$ cat config.mk
export PLATFORM = sky130hd
export DESIGN_NAME = shadow_commit_regs
export DESIGN_NICKNAME = d
export VERILOG_FILES = /design/src/rtl/shc_pkg.sv /design/src/rtl/shc_arm.sv /design/src/rtl/shc_src_pick.sv /design/src/rtl/shc_win_bank.sv /design/src/rtl/shc_port_bank.sv /design/src/rtl/shadow_commit_regs.sv
export SDC_FILE = /design/constraint.sdc
export NUM_CORES = 2
export LEC_CHECK = 0
export ABC_AREA = 1
export BUFFER_PORTS_ARGS = -buffer_cell sky130_fd_sc_hd__clkbuf_2
export CAP_MARGIN = 20
export CORE_AREA = 2 2 348 350
export CTS_CLUSTER_SIZE = 30
export DETAILED_ROUTE_END_ITERATION = 16
export DIE_AREA = 0 0 350 352
export PLACE_DENSITY = 0.69
export REMOVE_ABC_BUFFERS = 1
export SLEW_MARGIN = 40
export SYNTH_ARGS = -nofsm -noshare
export SYNTH_HDL_FRONTEND = slang
export SYNTH_SLANG_ARGS = --single-unit
$ cat constraint.sdc
create_clock -name clk -period 3.5 [get_ports clk]
set_input_delay 0.525 -clock clk [delete_from_list [all_inputs] [get_ports clk]]
set_output_delay 0.525 -clock clk [all_outputs]
set_load 0.03 [all_outputs]
$ cat src/rtl/shc_pkg.sv
package shc_pkg;
   localparam int FLD_NUM       = 7;
   localparam int SH_NUM        = 5;
   localparam int SEL_W         = 2;
   localparam int DONE_EN_BIT   = 15;
   localparam int DONE_MASK_LSB = 16;
   localparam int IMM_BIT       = 28;
   localparam int LSRC_LSB      = 30;
   localparam int ROUTE_LSB     = 16;
   localparam int WIN_SPAN      = 64;
   localparam int PORT_SPAN     = 32;

   localparam logic [11:0] A_DONE  = 12'h000;
   localparam logic [11:0] A_GLB   = 12'h030;
   localparam logic [11:0] A_OVL   = 12'h040;
   localparam logic [11:0] A_ROUTE = 12'h044;
   localparam logic [11:0] A_LSEL  = 12'h048;
   localparam logic [11:0] A_WIN0  = 12'h200;
   localparam logic [11:0] A_PORT0 = 12'h400;

   typedef enum logic [2:0] {
      F_CTRL0  = 3'd0,
      F_BASE   = 3'd1,
      F_STRIDE = 3'd2,
      F_SIZE   = 3'd3,
      F_INFO   = 3'd4,
      F_CTRL1  = 3'd5,
      F_START  = 3'd6
   } win_field_e;
endpackage

$ cat src/rtl/shc_arm.sv
module shc_arm #(
   parameter int NUM_PORTS = 4
) (
   input  logic                 clk,
   input  logic                 rst_n,
   input  logic                 done_we,
   input  logic                 done_en,
   input  logic [NUM_PORTS-1:0] arm_data,
   input  logic [NUM_PORTS-1:0] arm_mask,
   input  logic [NUM_PORTS-1:0] vsync,
   output logic [NUM_PORTS-1:0] pending,
   output logic [NUM_PORTS-1:0] commit
);
   logic [NUM_PORTS-1:0] vs_q;
   logic [NUM_PORTS-1:0] touch;
   logic [NUM_PORTS-1:0] pending_nx;

   assign commit = pending & vsync & ~vs_q;
   assign touch  = (done_we && done_en) ? arm_mask : '0;

   always_comb begin
      pending_nx = (pending & ~commit & ~touch) | (touch & arm_data);
   end

   always_ff @(posedge clk or negedge rst_n) begin
      if (!rst_n) begin
         vs_q    <= '0;
         pending <= '0;
      end else begin
         vs_q    <= vsync;
         pending <= pending_nx;
      end
   end
endmodule

$ cat src/rtl/shc_src_pick.sv
module shc_src_pick #(
   parameter int NUM_PORTS = 4,
   parameter int SEL_W     = 2
) (
   input  logic [NUM_PORTS-1:0] commits,
   input  logic [SEL_W-1:0]     sel,
   output logic                 fire
);
   localparam int PADW = 1 << SEL_W;
   logic [PADW-1:0] pad;

   generate
      if (NUM_PORTS >= PADW) begin : g_trim
         assign pad = commits[PADW-1:0];
      end else begin : g_fill
         assign pad = {{(PADW-NUM_PORTS){1'b0}}, commits};
      end
   endgenerate

   assign fire = pad[sel];
endmodule

$ cat src/rtl/shc_win_bank.sv
module shc_win_bank
   import shc_pkg::*;
#(
   parameter int DATA_W    = 32,
   parameter int NUM_PORTS = 4
) (
   input  logic                            clk,
   input  logic                            rst_n,
   input  logic [FLD_NUM-1:0]              fld_we,
   input  logic [DATA_W-1:0]               wdata,
   input  logic [NUM_PORTS-1:0]            port_commit,
   input  logic [SEL_W-1:0]                route,
   output logic                            commit,
   output logic [FLD_NUM-1:0][DATA_W-1:0]  view
);
   shc_src_pick #(.NUM_PORTS(NUM_PORTS), .SEL_W(SEL_W)) u_pick (
      .commits (port_commit),
      .sel     (route),
      .fire    (commit)
   );

   for (genvar f = 0; f < FLD_NUM; f++) begin : g_fld
      if (f < SH_NUM) begin : g_staged
         logic [DATA_W-1:0] stage_q;
         logic [DATA_W-1:0] live_q;
         always_ff @(posedge clk or negedge rst_n) begin
            if (!rst_n) begin
               stage_q <= '0;
               live_q  <= '0;
            end else begin
               if (fld_we[f]) stage_q <= wdata;
               if (commit)    live_q  <= stage_q;
            end
         end
         assign view[f] = live_q;
      end else begin : g_direct
         logic [DATA_W-1:0] val_q;
         always_ff @(posedge clk or negedge rst_n) begin
            if (!rst_n)         val_q <= '0;
            else if (fld_we[f]) val_q <= wdata;
         end
         assign view[f] = val_q;
      end
   end
endmodule

$ cat src/rtl/shc_port_bank.sv
module shc_port_bank #(
   parameter int DATA_W = 32
) (
   input  logic              clk,
   input  logic              rst_n,
   input  logic              dsp_we,
   input  logic              clk_we,
   input  logic [DATA_W-1:0] wdata,
   input  logic              commit,
   input  logic              imm,
   output logic [DATA_W-1:0] dsp_live,
   output logic [DATA_W-1:0] clk_val
);
   logic [DATA_W-1:0] dsp_stage;

   always_ff @(posedge clk or negedge rst_n) begin
      if (!rst_n) begin
         dsp_stage <= '0;
         dsp_live  <= '0;
         clk_val   <= '0;
      end else begin
         if (dsp_we)          dsp_stage <= wdata;
         if (commit || imm)   dsp_live  <= dsp_stage;
         if (clk_we)          clk_val   <= wdata;
      end
   end
endmodule

$ cat src/rtl/shadow_commit_regs.sv
module shadow_commit_regs
   import shc_pkg::*;
#(
   parameter int ADDR_W       = 12,
   parameter int DATA_W       = 32,
   parameter int NUM_PORTS    = 4,
   parameter int NUM_CLUSTERS = 2
) (
   input  logic                                         clk,
   input  logic                                         rst_n,
   input  logic [ADDR_W-1:0]                            bus_addr,
   input  logic [DATA_W-1:0]                            bus_wdata,
   input  logic                                         bus_we,
   output logic [DATA_W-1:0]                            bus_rdata,
   input  logic [NUM_PORTS-1:0]                         vsync,
   output logic [NUM_CLUSTERS-1:0][FLD_NUM-1:0][DATA_W-1:0] win_state,
   output logic [NUM_PORTS-1:0][DATA_W-1:0]             port_dsp,
   output logic [NUM_PORTS-1:0][DATA_W-1:0]             port_clk,
   output logic [DATA_W-1:0]                            layer_sel,
   output logic [DATA_W-1:0]                            ovl_ctrl,
   output logic [DATA_W-1:0]                            port_route
);
   localparam int ROUTE_TOP = ROUTE_LSB + SEL_W * NUM_CLUSTERS;

   if (DATA_W < 32) begin : g_chk_dw
      $error("DATA_W must be at least 32");
   end
   if (NUM_PORTS < 1 || NUM_PORTS > (1 << SEL_W)) begin : g_chk_np
      $error("NUM_PORTS must fit the 2-bit select fields");
   end
   if (ROUTE_TOP > 32 || NUM_CLUSTERS < 1) begin : g_chk_nc
      $error("NUM_CLUSTERS routing fields exceed the register");
   end
   if (ADDR_W < 11) begin : g_chk_aw
      $error("ADDR_W too small for the register map");
   end

   logic                                    wr_done, wr_glb, wr_ovl, wr_route, wr_lsel;
   logic                                    done_en, imm_fire, layer_commit;
   logic [NUM_PORTS-1:0]                    arm_data, arm_mask, pending, port_commit;
   logic [NUM_CLUSTERS-1:0]                 win_commit;
   logic [NUM_CLUSTERS-1:0][FLD_NUM-1:0]    win_we;
   logic [NUM_PORTS-1:0]                    dsp_we, pclk_we;
   logic [DATA_W-1:0]                       glb_q, lsel_stage;

   assign wr_done  = bus_we && (bus_addr == ADDR_W'(A_DONE));
   assign wr_glb   = bus_we && (bus_addr == ADDR_W'(A_GLB));
   assign wr_ovl   = bus_we && (bus_addr == ADDR_W'(A_OVL));
   assign wr_route = bus_we && (bus_addr == ADDR_W'(A_ROUTE));
   assign wr_lsel  = bus_we && (bus_addr == ADDR_W'(A_LSEL));
   assign done_en  = bus_wdata[DONE_EN_BIT];
   assign arm_data = bus_wdata[NUM_PORTS-1:0];
   assign arm_mask = bus_wdata[DONE_MASK_LSB +: NUM_PORTS];
   assign imm_fire = wr_glb && bus_wdata[IMM_BIT];

   shc_arm #(.NUM_PORTS(NUM_PORTS)) u_arm (
      .clk      (clk),
      .rst_n    (rst_n),
      .done_we  (wr_done),
      .done_en  (done_en),
      .arm_data (arm_data),
      .arm_mask (arm_mask),
      .vsync    (vsync),
      .pending  (pending),
      .commit   (port_commit)
   );

   for (genvar c = 0; c < NUM_CLUSTERS; c++) begin : g_win
      for (genvar f = 0; f < FLD_NUM; f++) begin : g_we
         assign win_we[c][f] = bus_we &&
            (bus_addr == ADDR_W'(32'(A_WIN0) + c * WIN_SPAN + f * 4));
      end
      shc_win_bank #(.DATA_W(DATA_W), .NUM_PORTS(NUM_PORTS)) u_bank (
         .clk         (clk),
         .rst_n       (rst_n),
         .fld_we      (win_we[c]),
         .wdata       (bus_wdata),
         .port_commit (port_commit),
         .route       (port_route[ROUTE_LSB + SEL_W*c +: SEL_W]),
         .commit      (win_commit[c]),
         .view        (win_state[c])
      );
   end

   for (genvar p = 0; p < NUM_PORTS; p++) begin : g_port
      assign dsp_we[p]  = bus_we &&
         (bus_addr == ADDR_W'(32'(A_PORT0) + p * PORT_SPAN));
      assign pclk_we[p] = bus_we &&
         (bus_addr == ADDR_W'(32'(A_PORT0) + p * PORT_SPAN + 4));
      shc_port_bank #(.DATA_W(DATA_W)) u_pbank (
         .clk      (clk),
         .rst_n    (rst_n),
         .dsp_we   (dsp_we[p]),
         .clk_we   (pclk_we[p]),
         .wdata    (bus_wdata),
         .commit   (port_commit[p]),
         .imm      (imm_fire),
         .dsp_live (port_dsp[p]),
         .clk_val  (port_clk[p])
      );
   end

   shc_src_pick #(.NUM_PORTS(NUM_PORTS), .SEL_W(SEL_W)) u_lsrc (
      .commits (port_commit),
      .sel     (ovl_ctrl[LSRC_LSB +: SEL_W]),
      .fire    (layer_commit)
   );

   always_ff @(posedge clk or negedge rst_n) begin
      if (!rst_n) begin
         glb_q      <= '0;
         ovl_ctrl   <= '0;
         port_route <= '0;
         lsel_stage <= '0;
         layer_sel  <= '0;
      end else begin
         if (wr_glb) begin
            glb_q          <= bus_wdata;
            glb_q[IMM_BIT] <= 1'b0;
         end
         if (wr_ovl)       ovl_ctrl   <= bus_wdata;
         if (wr_route)     port_route <= bus_wdata;
         if (wr_lsel)      lsel_stage <= bus_wdata;
         if (layer_commit) layer_sel  <= lsel_stage;
      end
   end

   always_comb begin
      bus_rdata = '0;
      if (bus_addr == ADDR_W'(A_DONE))  bus_rdata = DATA_W'(pending);
      if (bus_addr == ADDR_W'(A_GLB))   bus_rdata = glb_q;
      if (bus_addr == ADDR_W'(A_OVL))   bus_rdata = ovl_ctrl;
      if (bus_addr == ADDR_W'(A_ROUTE)) bus_rdata = port_route;
      if (bus_addr == ADDR_W'(A_LSEL))  bus_rdata = layer_sel;
      for (int c = 0; c < NUM_CLUSTERS; c++) begin
         for (int f = 0; f < FLD_NUM; f++) begin
            if (bus_addr == ADDR_W'(32'(A_WIN0) + c * WIN_SPAN + f * 4))
               bus_rdata = win_state[c][f];
         end
      end
      for (int p = 0; p < NUM_PORTS; p++) begin
         if (bus_addr == ADDR_W'(32'(A_PORT0) + p * PORT_SPAN))
            bus_rdata = port_dsp[p];
         if (bus_addr == ADDR_W'(32'(A_PORT0) + p * PORT_SPAN + 4))
            bus_rdata = port_clk[p];
      end
   end
endmodule

; ---- Word level (Yosys, flattened, before mapping)
; Index checks and enable logic that the tools add are counted.
; W data, S select, Z words.
[totals]
ff_bits = 1319
input_bits = 51
out_inout_bits = 832
elab_cells = 149
[op_classes]
n_lt_le_gt_ge = 3
eq_ne = 26
mux = 34
bitwise = 9
n_reduce_logical = 34
[ops]
columns = cell, n
row1 = $mux W32, 26
row2 = $eq A12 B10 Y1 const B, 14
row3 = $eq A12 B11 Y1 const B, 8
row4 = $eq A12 B7 Y1 const B, 3
row5 = $logic_and A1 B1 Y1, 29
row6 = $and A4 B4 Y4, 5
row7 = $eq A12 B6 Y1 const B, 1
row8 = $logic_not A12 Y1, 1
row9 = $not A4 Y4, 3
row10 = $lt A2 B3 Y1 const B, 3
row11 = $mux W4, 2
row12 = $bmux W1 S2, 3
row13 = $logic_or A1 B1 Y1, 4
row14 = $or A4 B4 Y4, 1
row15 = $mux W1, 3

; ---- Logic depth before layout (Yosys ltp)
[logic_depth]
depth_word = 28
mapped_depth = 44
ltp_nobuf = 44

; ---- Cells and area by module
; A second synthesis with hierarchy kept.
[hier_totals]
cells_unflattened = 7548
area_unflattened_um2 = 59582.1
[modules_own_cells]
columns = module, instances, cells_each, area_per_inst_um2, seq_area_each_um2
row1 = shc_win_bank, 2, 1628, 14406.3, 9609.2
row2 = shadow_commit_regs, 1, 2580, 15250.9, 3978.8
row3 = shc_port_bank, 4, 408, 3748.6, 2402.3
row4 = shc_arm, 1, 41, 370.4, 200.2
row5 = shc_src_pick, 3, 13, 51.3, 0.0

; ---- Least setup slack after synthesis
; Ideal clock, no wire load.
[synth_path]
kind = input port to output port
start = input bus_addr[10]
end = output bus_rdata[28]
arrival_ps = 3073
t_required_ps = 2975
setup_slack_ps = -98
stages = 41
path_buffers = 0
path_cell_list = nor2_2 > nand2_2 > nor2_2 > inv_2 > nor2_4 > nand2_1 > nand3_1 > o211ai_1 > o211ai_1 > nand2_1 > nand3_1 > nand2_1 > nand2_1 > nand2_1 > nand2_1 > nand2_1 > nand2_1 > nand2_1 > [5 not listed] > nand2_1 > nand2_1 > nand2_1 > nand2_1 > nand2_1 > nand2_1 > nand2_1 > nand2_1 > nand2_1 > nand2_1 > nand2_1 > nand2_1 > nand2_1 > nand2_1 > nand2_1 > nand2_1 > nand2_1 > nand2_1
[synth_between]
elab_chain_cells = 26
word_cells_on_any_way = 50
classes_between = 25 x eq/ne / 25 x mux
[synth_rtl]
columns = item, line_no
row1 = start: declaration, shadow_commit_regs.sv:11  ; input logic [ADDR_W-1:0] bus_addr,
row2 = $eq A12 B7 Y1, shadow_commit_regs.sv:132  ; if (bus_addr == ADDR_W'(A_OVL)) bus_rdata = ovl_ctrl;
row3 = $mux W32, shadow_commit_regs.sv:132
row4 = $mux W32, shadow_commit_regs.sv:133  ; if (bus_addr == ADDR_W'(A_ROUTE)) bus_rdata = port_route;
row5 = $mux W32, shadow_commit_regs.sv:134  ; if (bus_addr == ADDR_W'(A_LSEL)) bus_rdata = layer_sel;
row6 = $mux W32 (14 in a row), shadow_commit_regs.sv:137  ; if (bus_addr == ADDR_W'(32'(A_WIN0) + c * WIN_SPAN + f * 4))
row7 = $mux W32, shadow_commit_regs.sv:142  ; if (bus_addr == ADDR_W'(32'(A_PORT0) + p * PORT_SPAN))
row8 = $mux W32, shadow_commit_regs.sv:144  ; if (bus_addr == ADDR_W'(32'(A_PORT0) + p * PORT_SPAN + 4))
row9 = $mux W32, shadow_commit_regs.sv:142
row10 = $mux W32, shadow_commit_regs.sv:144
row11 = $mux W32, shadow_commit_regs.sv:142
row12 = $mux W32, shadow_commit_regs.sv:144
row13 = $mux W32, shadow_commit_regs.sv:142
row14 = $mux W32 (*), shadow_commit_regs.sv:144
row15 = end: declaration, shadow_commit_regs.sv:14  ; output logic [DATA_W-1:0] bus_rdata,
; Mark *: on every way between the ends. The rest lies on a longest branch, timed or not.

; ---- Worst setup path in the final report
[layout_path]
start = input bus_addr[6]
end = output bus_rdata[24]
[layout_between]
elab_chain_cells = 27
word_cells_on_any_way = 52
classes_between = 26 x eq/ne / 26 x mux
[layout_rtl]
columns = item, line_no
row1 = $eq A12 B6 Y1, shadow_commit_regs.sv:131  ; if (bus_addr == ADDR_W'(A_GLB)) bus_rdata = glb_q;
row2 = $mux W32, shadow_commit_regs.sv:131
row3 = $mux W32, shadow_commit_regs.sv:132
row4 = $mux W32, shadow_commit_regs.sv:133
row5 = $mux W32, shadow_commit_regs.sv:134
row6 = $mux W32 (14 in a row), shadow_commit_regs.sv:137
row7 = $mux W32, shadow_commit_regs.sv:142
row8 = $mux W32, shadow_commit_regs.sv:144
row9 = $mux W32, shadow_commit_regs.sv:142
row10 = $mux W32, shadow_commit_regs.sv:144
row11 = $mux W32, shadow_commit_regs.sv:142
row12 = $mux W32, shadow_commit_regs.sv:144
row13 = $mux W32, shadow_commit_regs.sv:142
row14 = $mux W32 (*), shadow_commit_regs.sv:144
; Marked as above.

==> key figures <==
Status
  • Status: finished, violations left
  • Failing checks: negative setup slack

Clock tree
  • Clock Path Buffers: 3
  • H-tree Lvls: 4
  • Root Buffer: clkbuf_16
  • CTS clk-pin slew, worst paths: 0.06 ns
  • Clk_lat worst skew: ~0.76 ns
  • CTS tree: yes
  • CTS Buf Count: about 140
  • Num Clock Sinks: 1319

STA
  • RSZ-0062 raised after global routing: true
  • Tmin final: 4.66 ns
  • Hold WS: 0.0657 ns
  • Slew Viols, Final: 0
  • Slew HR: between 30% and 40%
  • TNS Setup: -31.47 ns
  • Period utilisation layout: 133%
  • Worst-Margin Slew: 0.898 ns
  • Fmax: 215 MHz
  • Setup WS post-layout: -1.16 ns
  • Setup Viol. Count Final: 32
  • Hold Vio Cnt, Final: 0
  • Worst Skew: 0.0264 ns

Yosys
  • Post-synthesis adder-cell area fraction: 0%
  • Ys Warns: 0
  • Post-synth EDFFs: 0
  • Synth Area in Compound Gates: 14.9%
  • Largest family of logic cells by synthesized area: compound AO/OA/AOI/OAI gates
  • Sequential-to-total area share from yosys stat: 61.2%
  • Netlist Area Pre-Place: about 54000 sq um
  • Cell count after synthesis: 5605
  • Cell variety after synth: 33
  • Share of synthesized registers carrying an async set or reset: 100%
  • Mean Syn Cell Area: 9.62 sq um
  • Post-Synth XOR/XNOR Area: 0%
  • Yosys reg bits: 1319
  • Simple-Gate Fraction of Synth Area: 13.1%
  • Synth Flop Type: dfrtp_1
  • Mux cell area share after synthesis: 5.64%

Power
  • Switching share of power: 24.6%
  • P_leak: between 30 and 40 nW
  • Clk pwr share: 46.8%
  • Power per Cell Area: roughly 460 nW/um^2
  • Sequential share of power: a little under half
  • P_sw: 8.16 mW
  • Power Internal: 25.0 mW
  • VDD IR-drop max: 0.000451 V
  • Total power: 33.2 mW
  • Combinational Power Share: 5.8%

Place
  • Gp weighted congestion: 0.953
  • DP Worst Slack: -1.69 ns
  • Buffers on Ports: about 900
  • Post-DP Area: 63600 sq um
  • DP HPWL: around 150000 um
  • Placed cell count: a little over 8000

Setup path
  • RR Endpoint: g_win[1].u_bank.g_fld[4].g_staged.live_q[5]
  • Register-to-Register Setup Slack: 1.11 ns
  • Critical Path Fanout Max: 5
  • Crit path required time: ~3.0 ns
  • CP Class: input pin to primary output
  • WP data arrival: 4.13 ns
  • Setup crit end kind: primary output
  • Reg-to-Reg Start: u_arm.pending[2]
  • Startpoint types: input pin
  • Worst reg-to-reg path cell count: 7

Final layout
  • Layout area overhead: 32.7%
  • Final Non-Filler Cells: 8542
  • Fin area: 71500 sq um
  • Fin nets: 6864
  • Share of layout cells above drive strength 1: between 30 and 40%
  • Commonest non-fill, non-tap cells in the layout: nand2_1, dfrtp_1, o21ai_0, clkbuf_2, buf_4
  • Commonest non-fill, non-tap cell in the layout: nand2_1
  • Final core utilization: approximately 60%
  • FF+latch area: 33000 sq um
  • Area of the multi-input gates: between 20000 and 25000 sq um
  • Filler cells: 10100

Die
  • Row cnt: between 100 and 150
  • I/O Pins: 883
  • Starting Density: 45.2%
  • Die area: 123000 sq um
  • Die width: 350 um
  • Die height: 352 um
  • Core area: ~120000 sq um

Drt
  • Routed via count: 47300
  • Vias/cell: 5.54
  • WL/cell: 25.1 um
  • Total Wirelength: 214000 um
  • Iter 0 DRT Violations: approximately 4500
  • Number of remaining DRC errors: 0
  • Antenna-violating nets left: 0
  • First-pass detailed-route iteration total: 6

Global route
  • GRT Util Overall: 34.1%
  • Largest net degree at the start of global routing: approximately 110
  • GRT overflow: 0
  • Number of antenna violations at the first check in global routing: 6
  • Vias in the first global route: 46300
  • Global-route wire length before repair: between 300000 and 400000 um

Hold path
  • Min-delay src: bus_wdata[1]
  • Min-Delay Endpoint: u_arm.pending[1]
  • Min-delay worst type: input pin to flip-flop
  • Hold path cells: 3

Job
  • Max-cap viol count: 0
worst max-delay path, cell delays in order:
cell	delay [ns]
clkbuf_16	0.13
buf_6	0.11
nand3_4	0.15
buf_6	0.12
buf_6	0.09
nor2_4	0.04
buf_12	0.14
buf_12	0.13
buf_8	0.12
nand3_4	0.05
o21ai_2	0.07
a21oi_2	0.15
o2111ai_2	0.15
a21oi_2	0.14
o211ai_1	0.15
a221oi_2	0.27
o2111ai_2	0.20
a21oi_2	0.23
o2111ai_1	0.13
a21oi_1	0.17
o2111ai_2	0.23
a221oi_2	0.27
o211ai_1	0.14
buf_4	0.19
power by group through the flow:
| stage | combinational, mW | sequential, mW | clock [mW] |
|---|---|---|---|
| floorplan | 0.325 | 16.4 | 0 |
| global placement | 1.84 | 16.0 | 0 |
| detailed placement | 1.86 | 16.0 | 0 |
| CTS | 1.93 | 15.7 | 15.6 |
| global route | 2.07 | 15.7 | 16.3 |
| finish | 1.93 | 15.7 | 15.5 |
cells in the mapped netlist, types with 2 or more instances:
cell type,count,area (sq um)
nand3_4,2,35.0
nand3_1,54,270
inv_1,358,1340
or2_2,28,175
o21ai_1,6,30.0
o221ai_1,2,17.5
mux2_2,270,3040
a221oi_1,50,438
nor3_1,19,95.1
clkbuf_1,341,1280
o22ai_1,5,31.3
nor2_4,4,45.0
nor2_1,64,240
nor3_2,2,20.0
nor2_2,4,25.0
buf_2,11,55.1
nand4_1,4,25.0
nand2_1,1623,6090
a21oi_1,140,701
o2111ai_1,91,797
dfrtp_1,1319,33000
inv_2,11,41.3
o21ai_0,1124,5630
o211ai_1,48,360
buf_1,15,56.3
nand2_2,3,18.8
worst max path at each step:
stage                       startpoint                                          end  cells past startpoint
after floorplan               vsync[1]  g_win[0].u_bank.g_fld[0].g_staged.live_q[0]                      7
after global placement     bus_addr[7]                                 bus_rdata[9]                     23
after detailed placement   bus_addr[7]                                 bus_rdata[9]                     23
after CTS                 bus_addr[10]                                 bus_rdata[1]                     45
after global routing      bus_addr[10]                                 bus_rdata[1]                     45
final                      bus_addr[6]                                bus_rdata[24]                     24
routing by layer:
metal  wire length [um]  track usage (%)
met5                 42                0
met4              12200             17.2
met3              21900             9.78
met2              96500             52.6
met1              83600             43.9
area by class of cell:
class / count / area share [%]
well taps: 1612 / 2.82
clock buffers: 220 / 6.06
inverters: 370 / 1.96
diodes: 4 / 0.0140
clock inverters: 38 / 0.658
multi-input cells: 3548 / 28.4
flip-flops and latches: 1319 / 46.1
repair buffers: 1431 / 14.0
registers in the layout, summed over array words and instances, names as in the netlist:
| name | flops |
|---|---|
| u_arm.pending | 4 |
| g_win.u_bank.g_fld.g_direct.val_q | 128 |
| lsel_stage | 32 |
| g_port.u_pbank.clk_val | 128 |
| ovl_ctrl | 32 |
| g_port.u_pbank.dsp_live | 128 |
| g_port.u_pbank.dsp_stage | 128 |
| g_win.u_bank.g_fld.g_staged.live_q | 320 |
| port_route | 32 |
| g_win.u_bank.g_fld.g_staged.stage_q | 320 |
| glb_q | 31 |
| u_arm.vs_q | 4 |
| layer_sel | 32 |
logic make-up after synthesis:
logic type             Yosys count
buffers and inverters          738
AND/OR/NAND/NOR               1810
AO/OA/AOI/OAI                 1468
flip-flops                    1319
multiplexers                   270
what timing repair did:
action,CTS,global route
buffers inserted,33,25
hold buffers,5,0
endpoints found under the hold margin,81,0
pin swaps,137,145
cloned,4,5
resized for setup,390,177
setup endpoints to repair,32,32
No activity file was read; power rests on OpenSTA's default activity.
